<file path="config.mk">
export PLATFORM = sky130hd
export DESIGN_NAME = rate_tick_gen
export DESIGN_NICKNAME = d
export VERILOG_FILES = /design/src/rtl/tickgen_pkg.sv /design/src/rtl/tick_divider.sv /design/src/rtl/rate_field_watch.sv /design/src/rtl/rate_tick_gen.sv
export SDC_FILE = /design/constraint.sdc
export NUM_CORES = 1
export LEC_CHECK = 0
export BUFFER_PORTS_ARGS = -buffer_cell sky130_fd_sc_hd__buf_2
export CAP_MARGIN = 10
export CORE_UTILIZATION = 45
export DETAILED_ROUTE_END_ITERATION = 10
export PLACE_DENSITY = 0.79
export SYNTH_ARGS = -nofsm -noshare
export SYNTH_HDL_FRONTEND = slang
export SYNTH_SLANG_ARGS = --single-unit
</file>
<file path="constraint.sdc">
create_clock -name clk -period 2.15 [get_ports clk]
set_input_delay 0.43 -clock clk [delete_from_list [all_inputs] [get_ports clk]]
set_output_delay 0.43 -clock clk [all_outputs]
set_load 0.01 [all_outputs]
</file>
<file path="src/rtl/tickgen_pkg.sv">
package tickgen_pkg;
  localparam int CTRL_W      = 32;
  localparam int SEL_LSB     = 12;
  localparam int SEL_W       = 2;
  localparam int DIV_LSB     = 16;
  localparam int DIV_W       = 13;
  localparam int EN_PB1      = 6;
  localparam int EN_PB2      = 5;
  localparam int EN_REC      = 4;
  localparam int FIX_LOG_MAX = 8;              // slowest fixed rate: 2**8 enables
  localparam int FIX_CNT_W   = FIX_LOG_MAX;
  localparam int SHR_CNT_W   = DIV_W + 1;      // holds divider + 1

  // last count value of the fixed-rate divider for a given select
  function automatic logic [FIX_CNT_W-1:0] fixed_last(input logic [SEL_W-1:0] sel);
    logic [FIX_CNT_W:0] period;
    period = (FIX_CNT_W+1)'(1) << (FIX_LOG_MAX - int'(sel));
    return FIX_CNT_W'(period - 1'b1);
  endfunction
endpackage

</file>
<file path="src/rtl/tick_divider.sv">
module tick_divider #(
  parameter int CNT_W = 8,
  parameter int NOUT  = 1
) (
  input  logic             clk,
  input  logic             rst_n,
  input  logic             base_en,
  input  logic             restart,
  input  logic [CNT_W-1:0] last,
  input  logic [NOUT-1:0]  out_en,
  output logic [NOUT-1:0]  tick
);
  logic [CNT_W-1:0] cnt_q;
  logic             run;
  logic             wrap;

  assign run  = |out_en;
  assign wrap = run && base_en && !restart && (cnt_q == last);

  always_ff @(posedge clk or negedge rst_n) begin
    if (!rst_n) begin
      cnt_q <= '0;
    end else if (restart || !run) begin
      cnt_q <= '0;
    end else if (base_en) begin
      cnt_q <= wrap ? '0 : cnt_q + 1'b1;
    end
  end

  for (genvar g = 0; g < NOUT; g++) begin : g_out
    always_ff @(posedge clk or negedge rst_n) begin
      if (!rst_n) tick[g] <= 1'b0;
      else        tick[g] <= wrap && out_en[g];
    end
  end
endmodule

</file>
<file path="src/rtl/rate_field_watch.sv">
module rate_field_watch
  import tickgen_pkg::*;
(
  input  logic              clk,
  input  logic              rst_n,
  input  logic              we,
  input  logic [CTRL_W-1:0] wdata,
  output logic [CTRL_W-1:0] ctrl_q,
  output logic              sel_new,
  output logic              div_new,
  output logic              chg_pulse
);
  logic [SEL_W-1:0] sel_cur, sel_in;
  logic [DIV_W-1:0] div_cur, div_in;

  assign sel_cur = ctrl_q[SEL_LSB +: SEL_W];
  assign sel_in  = wdata[SEL_LSB +: SEL_W];
  assign div_cur = ctrl_q[DIV_LSB +: DIV_W];
  assign div_in  = wdata[DIV_LSB +: DIV_W];

  assign sel_new = we && (sel_in != sel_cur);
  assign div_new = we && (div_in != div_cur);

  always_ff @(posedge clk or negedge rst_n) begin
    if (!rst_n) begin
      ctrl_q    <= '0;
      chg_pulse <= 1'b0;
    end else begin
      chg_pulse <= sel_new || div_new;
      if (we) ctrl_q <= wdata;
    end
  end
endmodule

</file>
<file path="src/rtl/rate_tick_gen.sv">
module rate_tick_gen
  import tickgen_pkg::*;
(
  input  logic              clk,
  input  logic              rst_n,
  input  logic              base_en,
  input  logic              cfg_we,
  input  logic [CTRL_W-1:0] cfg_data,
  output logic              pb1_tick,
  output logic              pb2_tick,
  output logic              rec_tick,
  output logic              rate_chg
);
  logic [CTRL_W-1:0]    ctrl_q;
  logic                 sel_new, div_new;
  logic [FIX_CNT_W-1:0] fix_last;
  logic [SHR_CNT_W-1:0] shr_last;
  logic [1:0]           shr_en, shr_tick;

  rate_field_watch u_watch (
    .clk       (clk),
    .rst_n     (rst_n),
    .we        (cfg_we),
    .wdata     (cfg_data),
    .ctrl_q    (ctrl_q),
    .sel_new   (sel_new),
    .div_new   (div_new),
    .chg_pulse (rate_chg)
  );

  assign fix_last = fixed_last(ctrl_q[SEL_LSB +: SEL_W]);
  assign shr_last = SHR_CNT_W'(ctrl_q[DIV_LSB +: DIV_W]) + 1'b1;
  assign shr_en   = {ctrl_q[EN_REC], ctrl_q[EN_PB2]};

  tick_divider #(.CNT_W(FIX_CNT_W), .NOUT(1)) u_fixed (
    .clk     (clk),
    .rst_n   (rst_n),
    .base_en (base_en),
    .restart (sel_new),
    .last    (fix_last),
    .out_en  (ctrl_q[EN_PB1]),
    .tick    (pb1_tick)
  );

  tick_divider #(.CNT_W(SHR_CNT_W), .NOUT(2)) u_shared (
    .clk     (clk),
    .rst_n   (rst_n),
    .base_en (base_en),
    .restart (div_new),
    .last    (shr_last),
    .out_en  (shr_en),
    .tick    (shr_tick)
  );

  assign pb2_tick = shr_tick[0];
  assign rec_tick = shr_tick[1];
endmodule

</file>
==> results.cfg, run 1 <==
[grt]
met3_usage_pct = 3.54
grt.overflow.total = 0
grt_util_all_layers_pct = 20.6
grt_max_degree = 45
busiest_layer = met2
grt_antenna_before_repair = 0
use_met1_pct = 25.3
use_met2_pct = 35.6
grt_pass1_wl_mm = 10.0
grt_pass1_vias = 2204

[setup_path]
crit_path_max_fanout = 5
critPathKind = reg -> reg
arrival_ps = 2330
required_ps = 2390
timing.rr.start = u_watch.ctrl_q[16]
start_kind = flip-flop
critPathCaptureType = flip-flop
setup.worst_path.start = u_watch.ctrl_q[16]

[synthesis]
async_flop_share_pct = 100
synth.avg_cell_area_sq_um = 10.1
synth-main-ff-cell = dfrtp_1
synth_edf_count = 0
yosys_warnings = 0
netlist-cell-type-count = 47
yosysSeqAreaShare_pct = 40.4
ys_seq_elements = 44
synth_cells = 270
synth_fp_nets = 310
synth_top_cell_area_share_pct = 40.4
synthTopCellsByArea = dfrtp_1 40%, xor2_1 8.0%, mux2_2 7.4%
yosysTopAreaCell = dfrtp_1
netlist_area_sq_um = 2720

[cells_and_area]
mostFrequentLayoutCell = dfrtp_1
fillers = 486
most-common-layout-cells = 36 x dfrtp_1, 25 x xor2_1, 25 x buf_2
layout.nets = 356
drive_gt1_share_pct = 32.0
layout.cells.non_filler = 388
area_delta_synth_final_pct = 18.2
antenna_cells = 0

[detailed_routing]
drc = 0
drt-total-wl_mm = 5.96
vias = 2210
ant_nets = 0
drtIter0Drc = 99
dr.pass1.iters = 4
drt-vias-per-instance = 5.70
wl_per_cell_um = 15.4

[floorplanning]
core_sq_um = 5680
start_util_pct = 48.0
rows = 27
die_h_um = 79.8
io_pins = 40
dieArea_sq_um = 6370
die_w_um = 79.8

[run]
maxCapViolCount = 0

[hold_path]
hp-class = in -> async

[power]
seqPwrFrac_pct = 51.3
power.share.clock_pct = 27.9
power_switching_uw = 553
vdd_drop_max_v = 0.000364
p_leak_uw = 0.00132
p_int_uw = 1280
switching_share_pct = 30.3
fin_total_pwr_uw = 1830
powerDensity_nw_per_um2 = 568
comb_power_share_pct = 20.8

[sta]
clock_skew_ps = 5.05
setup_viol = 0
timing.fmax_ghz = 0.479
period_needed_ps = 2090
slew_viol_final = 0
maxSlewHeadroom_pct = 63.0
post-route-period-util_pct = 97.0
tns_ps = 0
finalHoldViolations = 0
tightest_slew_ps = 555

[cts]
cts.sinks = 44
cts_hold_buffers = 0
cts_buffers = 5
clk_latency_ps = 300
cts_tree = built
htree_levels = 2
cts_root_buf = clkbuf_8
clkTransAtPathRegs_ps = 80
clockBufferDepth = 2

[placement]
place_inst = 377
gp_congestion = 0.807
port_buffers = 25
dp_hpwl_mm = 4.44

[status]
status = finished clean
## metrics by stage
step / util [%] / hold WS, ps / setup slack (ps) / area, sq um
floorplan: - / 134 / 134 / 2720
global placement: 53.7 / 500 / 12.1 / 3050
detailed placement: 53.7 / 514 / -13.6 / 3050
CTS: 55.1 / 219 / 27.6 / 3130
global route: 56.7 / 250 / -4.66 / 3220
finish: 56.7 / 198 / 63.9 / 3220
## flip-flops by register name, indices dropped and copies added, names as in the netlist
name and flops:
u_fixed.cnt_q 8, u_shared.cnt_q 14, u_watch.chg_pulse 1, u_shared.tick 2, u_watch.ctrl_q 18, u_fixed.tick 1
## path summary, 6_finish.rpt
| check | to | slack, ps | depth (start not counted) |
|---|---|---|---|
| max | u_shared.tick[1] | 60 | 8 |
| min | u_watch.ctrl_q[17] | 200 | 2 |
| max reg2reg | u_shared.tick[1] | 60 | 8 |
| min reg2reg | u_fixed.cnt_q[4] | 530 | 1 |
| max in group asynchronous | u_watch.ctrl_q[23] | 1550 | 2 |
| min in group clk | u_watch.ctrl_q[5] | 350 | 2 |
## layer usage
layer	part of all wire (%)	wire length (um)	vias up
met1	44	2630	1080
met5	0	0	-
li1	-	-	1072
met3	3.2	190	9
met4	1.5	91	0
met2	51	3040	49
## cells by family after synthesis
family	share of synthesized area, %
xor+xnor	12.9
fa+ha+maj	1.84
mux	8.18
simple gates	23.9
buf+inv	2.30
compound gates	10.5
flops	40.4
## power groups by stage
stage	Combinational (uW)	Sequential (uW)	Clock, uW
finish	380	939	510
global route	419	948	563
CTS	355	934	518
detailed placement	353	951	0
global placement	340	947	0
floorplan	244	926	0
## critical path, cell delays in order (launching register included)
cell	delay [ps]
dfrtp_1	450
nand3_1	200
buf_4	200
nor4_1	300
o21ai_1	150
nand4b_1	220
nor3b_2	180
buf_4	130
and4_1	200
## what timing repair did
item	CTS	global route
setup buffers	0	4
gates resized for setup	1	16
pin swaps	0	18
endpoints found under the hold margin	0	0
endpoints found under the setup margin	4	15
## synthesized netlist by cell type (all sizes together) (3+ instances only)
master / count
a21oi: 7
a22o: 3
a31oi: 5
and2: 3
and3: 6
and4: 5
buf: 7
clkbuf: 3
dfrtp: 44
ha: 4
inv: 5
mux2: 18
nand2: 16
nand2b: 8
nand3: 16
nand4: 10
nor2: 18
nor3: 6
nor4: 10
o21ai: 11
xnor2: 15
xor2: 25
## cell type report
type                    instances  area, sq um  area share (%)
clock buffers                   5         68.8            2.14
clock inverters                 2         12.5           0.389
repair buffers                 49          305            9.48
multi-input cells             211         1610            50.1
well taps                      72         90.1            2.80
flip-flops and latches         44         1110            34.5
inverters                       5         18.8           0.583
(Power assumes the default switching activity.)
==> inputs of run 2 (changes only) <==
--- a/config.mk
+++ b/config.mk
@@ -7,9 +7,11 @@
 export LEC_CHECK = 0
 export BUFFER_PORTS_ARGS = -buffer_cell sky130_fd_sc_hd__buf_2
 export CAP_MARGIN = 10
+export CORE_ASPECT_RATIO = 0.9
 export CORE_UTILIZATION = 45
 export DETAILED_ROUTE_END_ITERATION = 10
 export PLACE_DENSITY = 0.79
+export SETUP_SLACK_MARGIN = 0.1
 export SYNTH_ARGS = -nofsm -noshare
 export SYNTH_HDL_FRONTEND = slang
 export SYNTH_SLANG_ARGS = --single-unit
==> results.cfg, run 2 (synthesis results as in run 1) <==
[grt]
grt_util_all_layers_pct = 21.7
grt_pass1_vias = 2301
grt_antenna_before_repair = 0
grt_pass1_wl_mm = 10.7
grt.overflow.total = 0
grt_max_degree = 45

[placement]
dp_hpwl_mm = 4.42
dp_slack_ps = -14.7
gp_congestion = 0.806
port_buffers = 25

[detailed_routing]
drc = 2
dr.pass1.iters = 7
vias = 2357
drt-total-wl_mm = 6.95
drtIter0Drc = 199
wl_per_cell_um = 17.7
ant_nets = 0
drt-vias-per-instance = 6.00

[cts]
htree_levels = 2
cts_tree = built
cts_root_buf = clkbuf_8
cts_buffers = 5
cts_hold_buffers = 0
clkTransAtPathRegs_ps = 90
clockBufferDepth = 2
clk_latency_ps = 310
cts.sinks = 44

[status]
status = complete, but fails checks
violations = DRC, setup timing

[power]
comb_power_share_pct = 21.1
fin_total_pwr_uw = 2060
p_int_uw = 1460
switching_share_pct = 29.1
power.share.clock_pct = 33.1
vdd_drop_max_v = 0.000404
powerDensity_nw_per_um2 = 602
power_switching_uw = 599
seqPwrFrac_pct = 45.8
p_leak_uw = 0.00140

[sta]
period_needed_ps = 2160
fin_ws_ps = -13.8
post-route-period-util_pct = 101
timing.fmax_ghz = 0.462
finalHoldViolations = 0
maxSlewHeadroom_pct = 62.4
rsz0062_at_grt = yes
slew_viol_final = 0
tns_ps = -13.8
clock_skew_ps = 7.44
setup_viol = 1
tightest_slew_ps = 565

[cells_and_area]
most-common-layout-cells = 36 x dfrtp_1, 26 x buf_4, 25 x xor2_1, 25 x buf_2, 18 x mux2_2
largest_register_ffs = 18
area_delta_synth_final_pct = 25.5
regMostFlops = u_watch.ctrl_q
mostFrequentLayoutCell = dfrtp_1
drive_gt1_share_pct = 37.5
antenna_cells = 0
layout.nets = 362
reg_top3 = u_watch.ctrl_q: 18 flops, u_shared.cnt_q: 14 flops, u_fixed.cnt_q: 8 flops

[setup_path]
arrival_ps = 2350
required_ps = 2340
start_kind = flip-flop
crit_path_max_fanout = 7
critPathKind = reg -> reg
critPathCaptureType = flip-flop
timing.rr.start = u_watch.ctrl_q[25]
setup.worst_path.start = u_watch.ctrl_q[25]

[run]
maxCapViolCount = 0

[floorplanning]
start_util_pct = 47.3
die_h_um = 75.8
die_w_um = 84.0
dieArea_sq_um = 6370
io_pins = 40
rows = 26
core_sq_um = 5760

[hold_path]
hp-class = in -> async
-- run 2: changes by cell type in the layout (fill, tap and decap cells not counted), sizes merged --
cell	before	now
bufinv	0	1
clkbuf	5	6
clkinvlp	1	0
buf	49	55
-- run 2: critical path, stage by stage, from the launching register on --
cell and delay [ps]:
dfrtp_1 490, nand4_1 170, buf_4 190, o41ai_4 340, o21ai_1 170, nand4b_1 280, o21bai_4 300, nor2_1 100
-- run 2: metal layers --
layer | GRT usage [%] | routed length [um]
met1 | 25.5 | 2880
met2 | 39.6 | 3590
met3 | 3.90 | 278
met4 | 10.5 | 199
met5 | 0 | 0
-- run 2: through the flow --
stage | util [%] | hold WS, ps | cell area [sq um] | std cells
after floorplan | - | 134 | 2720 | 270
after global placement | 53.1 | 495 | 3060 | 377
after detailed placement | 53.1 | 507 | 3060 | 377
after CTS | 57.2 | 214 | 3290 | 390
after global routing | 59.4 | 244 | 3420 | 393
final | 59.4 | 191 | 3420 | 393
-- run 2: path summary, 6_finish.rpt --
check / end / slack, ps / cells past startpoint
hold reg to reg: u_fixed.cnt_q[3] / 520 / 1
max in group asynchronous: u_shared.cnt_q[8] / 1540 / 2
setup / recovery: u_shared.cnt_q[3] / -10 / 7
setup reg to reg: u_shared.cnt_q[3] / -10 / 7
hold / removal: u_watch.ctrl_q[16] / 190 / 2
min in group clk: u_watch.ctrl_q[5] / 350 / 2
-- run 2: area by class of cell --
class	instances	area, sq um
clock buffer	6	82.6
timing repair buffer	55	365
inverter	5	18.8
multi-input combinational	211	1720
clock inverter	2	38.8
tap	70	87.6
fill	451	2340
sequential	44	1110
-- run 2: power by group through the flow --
| stage | Combinational, uW | Sequential [uW] | Clock, uW |
|---|---|---|---|
| 2_1_floorplan | 244 | 926 | 0 |
| 3_3_place_gp | 352 | 944 | 0 |
| 3_5_place_dp | 366 | 949 | 0 |
| 4_1_cts | 396 | 938 | 683 |
| 5_1_grt | 469 | 949 | 724 |
| 6_report | 434 | 943 | 681 |
-- run 2: timing repair --
action,CTS,global route
setup buffers,5,3
setup endpoints to repair,15,16
hold endpoints to repair,0,0
cloned,0,0
resized for setup,16,22
pin swaps,9,14
==> inputs of run 3 (changes only) <==
--- a/config.mk
+++ b/config.mk
@@ -8,6 +8,7 @@
 export BUFFER_PORTS_ARGS = -buffer_cell sky130_fd_sc_hd__buf_2
 export CAP_MARGIN = 10
 export CORE_ASPECT_RATIO = 0.9
+export CORE_MARGIN = 3
 export CORE_UTILIZATION = 45
 export DETAILED_ROUTE_END_ITERATION = 10
 export PLACE_DENSITY = 0.79
==> results.cfg, run 3 (synthesis results as in run 1) <==
[setup_path]
arrival_ps = 2240
critPathKind = reg -> reg
slowest_stage = dfrtp_2
required_ps = 2330
crit_path_max_fanout = 6
cpPeakStageDelay_ps = 440
critPathCaptureType = flip-flop
worstPathCellList = buf_6 -> ha_4 -> buf_4 -> xor2_1 -> o22ai_1 -> a22oi_2 -> nand2_2 -> nor4_4 -> buf_6 -> nor4_2
cp_common_cell = buf_6
start_kind = flip-flop

[sta]
post-route-period-util_pct = 95.8
period_needed_ps = 2060
tightest_slew_ps = 453
timing.fmax_ghz = 0.486
finalHoldViolations = 0
clock_skew_ps = 4.83
tns_ps = 0
setup_viol = 0
rsz0062_at_grt = yes
slew_viol_final = 0
maxSlewHeadroom_pct = 69.8

[floorplanning]
dieArea_sq_um = 7020
die_w_um = 88.0
io_pins = 40
core_sq_um = 5760
die_h_um = 79.8
rows = 26
start_util_pct = 47.3

[cells_and_area]
utilization_pct = 59.0
fillers = 453
most-common-layout-cells = 35 x dfrtp_1, 29 x buf_4, 25 x xor2_1, 25 x buf_2, 18 x mux2_2
area_delta_synth_final_pct = 24.7
drive_gt1_share_pct = 36.5
regMostFlops = u_watch.ctrl_q
layout.nets = 365
largest_register_ffs = 18
antenna_cells = 0
mostFrequentLayoutCell = dfrtp_1
reg_top3 = u_watch.ctrl_q: 18 flops, u_shared.cnt_q: 14 flops, u_fixed.cnt_q: 8 flops

[detailed_routing]
vias = 2261
wl_per_cell_um = 16.1
drc = 0
drt-vias-per-instance = 5.71
dr.pass1.iters = 4
ant_nets = 0
drtIter0Drc = 118
drt-total-wl_mm = 6.37

[power]
powerDensity_nw_per_um2 = 558
vdd_drop_max_v = 0.000311
p_leak_uw = 0.00140
fin_total_pwr_uw = 1900

[grt]
grt_max_degree = 45
grt.overflow.total = 0
grt_pass1_wl_mm = 10.3
grt_pass1_vias = 2207
grt_util_all_layers_pct = 18.6
grt_antenna_before_repair = 0

[cts]
cts_root_buf = clkbuf_8
clkTransAtPathRegs_ps = 90
clk_latency_ps = 300
cts_buffers = 5
cts_hold_buffers = 0
cts.sinks = 44
htree_levels = 2
clockBufferDepth = 2
cts_tree = built

[placement]
dp_hpwl_mm = 4.33
gp_congestion = 0.891
port_buffers = 25

[hold_path]
hp-class = in -> async

[run]
maxCapViolCount = 0

[status]
status = finished clean
## run 3: cell types whose count changed in the layout (fill, tap and decap cells not counted), sizes merged
cell / delta
bufinv: -1
buf: +3
clkbuf: +1
## run 3: layer usage
layer	track usage [%]	up-vias	part of all wire, %
li1	-	1093	-
met1	25.5	1111	48
met2	29.6	46	48
met3	3.30	11	2.8
met4	5.89	0	1.6
met5	0	-	0
## run 3: area by class of cell
| type | instances | area (sq um) | share of cell area [%] |
|---|---|---|---|
| Sequential cell | 44 | 1110 | 32.7 |
| Clock inverter | 1 | 8.76 | 0.258 |
| Clock buffer | 7 | 76.3 | 2.25 |
| Timing Repair Buffer | 58 | 397 | 11.7 |
| Inverter | 5 | 18.8 | 0.552 |
| Tap cell | 70 | 87.6 | 2.58 |
| Multi-Input combinational cell | 211 | 1700 | 49.9 |
## run 3: where the power goes
group          internal (uW)  switching (uW)
Sequential               872            69.0
Combinational            210             216
Clock                    233             296
## run 3: what timing repair did
| action | CTS | global route |
|---|---|---|
| setup buffers | 8 | 4 |
| setup endpoints to repair | 16 | 16 |
| pin swaps | 8 | 11 |
| resized for setup | 9 | 25 |
## run 3: worst max-delay path: cells and delay by family, from the launching register on
kind / cells / cell delay (ps)
flip-flops: 1 / 440
AND/OR/NAND/NOR: 3 / 420
AO/OA/AOI/OAI: 2 / 330
adder cells (fa/ha/maj): 1 / 160
buffers and inverters: 3 / 440
XOR/XNOR: 1 / 140
## run 3: worst paths after layout
| check | startpoint | cells after the start | slack [ps] | end |
|---|---|---|---|---|
| max in group asynchronous | rst_n | 2 | 1820 | u_watch.ctrl_q[20] |
| max reg2reg | u_watch.ctrl_q[17] | 10 | 90 | u_shared.cnt_q[6] |
| min reg2reg | u_fixed.cnt_q[4] | 1 | 520 | u_fixed.cnt_q[4] |
| min | rst_n | 2 | 90 | u_shared.cnt_q[4] |
| min in group clk | cfg_data[4] | 2 | 360 | u_watch.ctrl_q[4] |
| max | u_watch.ctrl_q[17] | 10 | 90 | u_shared.cnt_q[6] |
## run 3: stage by stage
| stage | instances | setup slack, ps | hold slack [ps] | instance area [sq um] |
|---|---|---|---|---|
| global route | 396 | 16.6 | 107 | 3400 |
| CTS | 392 | 92.9 | 103 | 3250 |
| finish | 396 | 91.0 | 89.9 | 3400 |
| detailed placement | 376 | -56.2 | 430 | 3060 |
| global placement | 376 | 37.1 | 428 | 3060 |
| floorplan | 270 | 134 | 134 | 2720 |
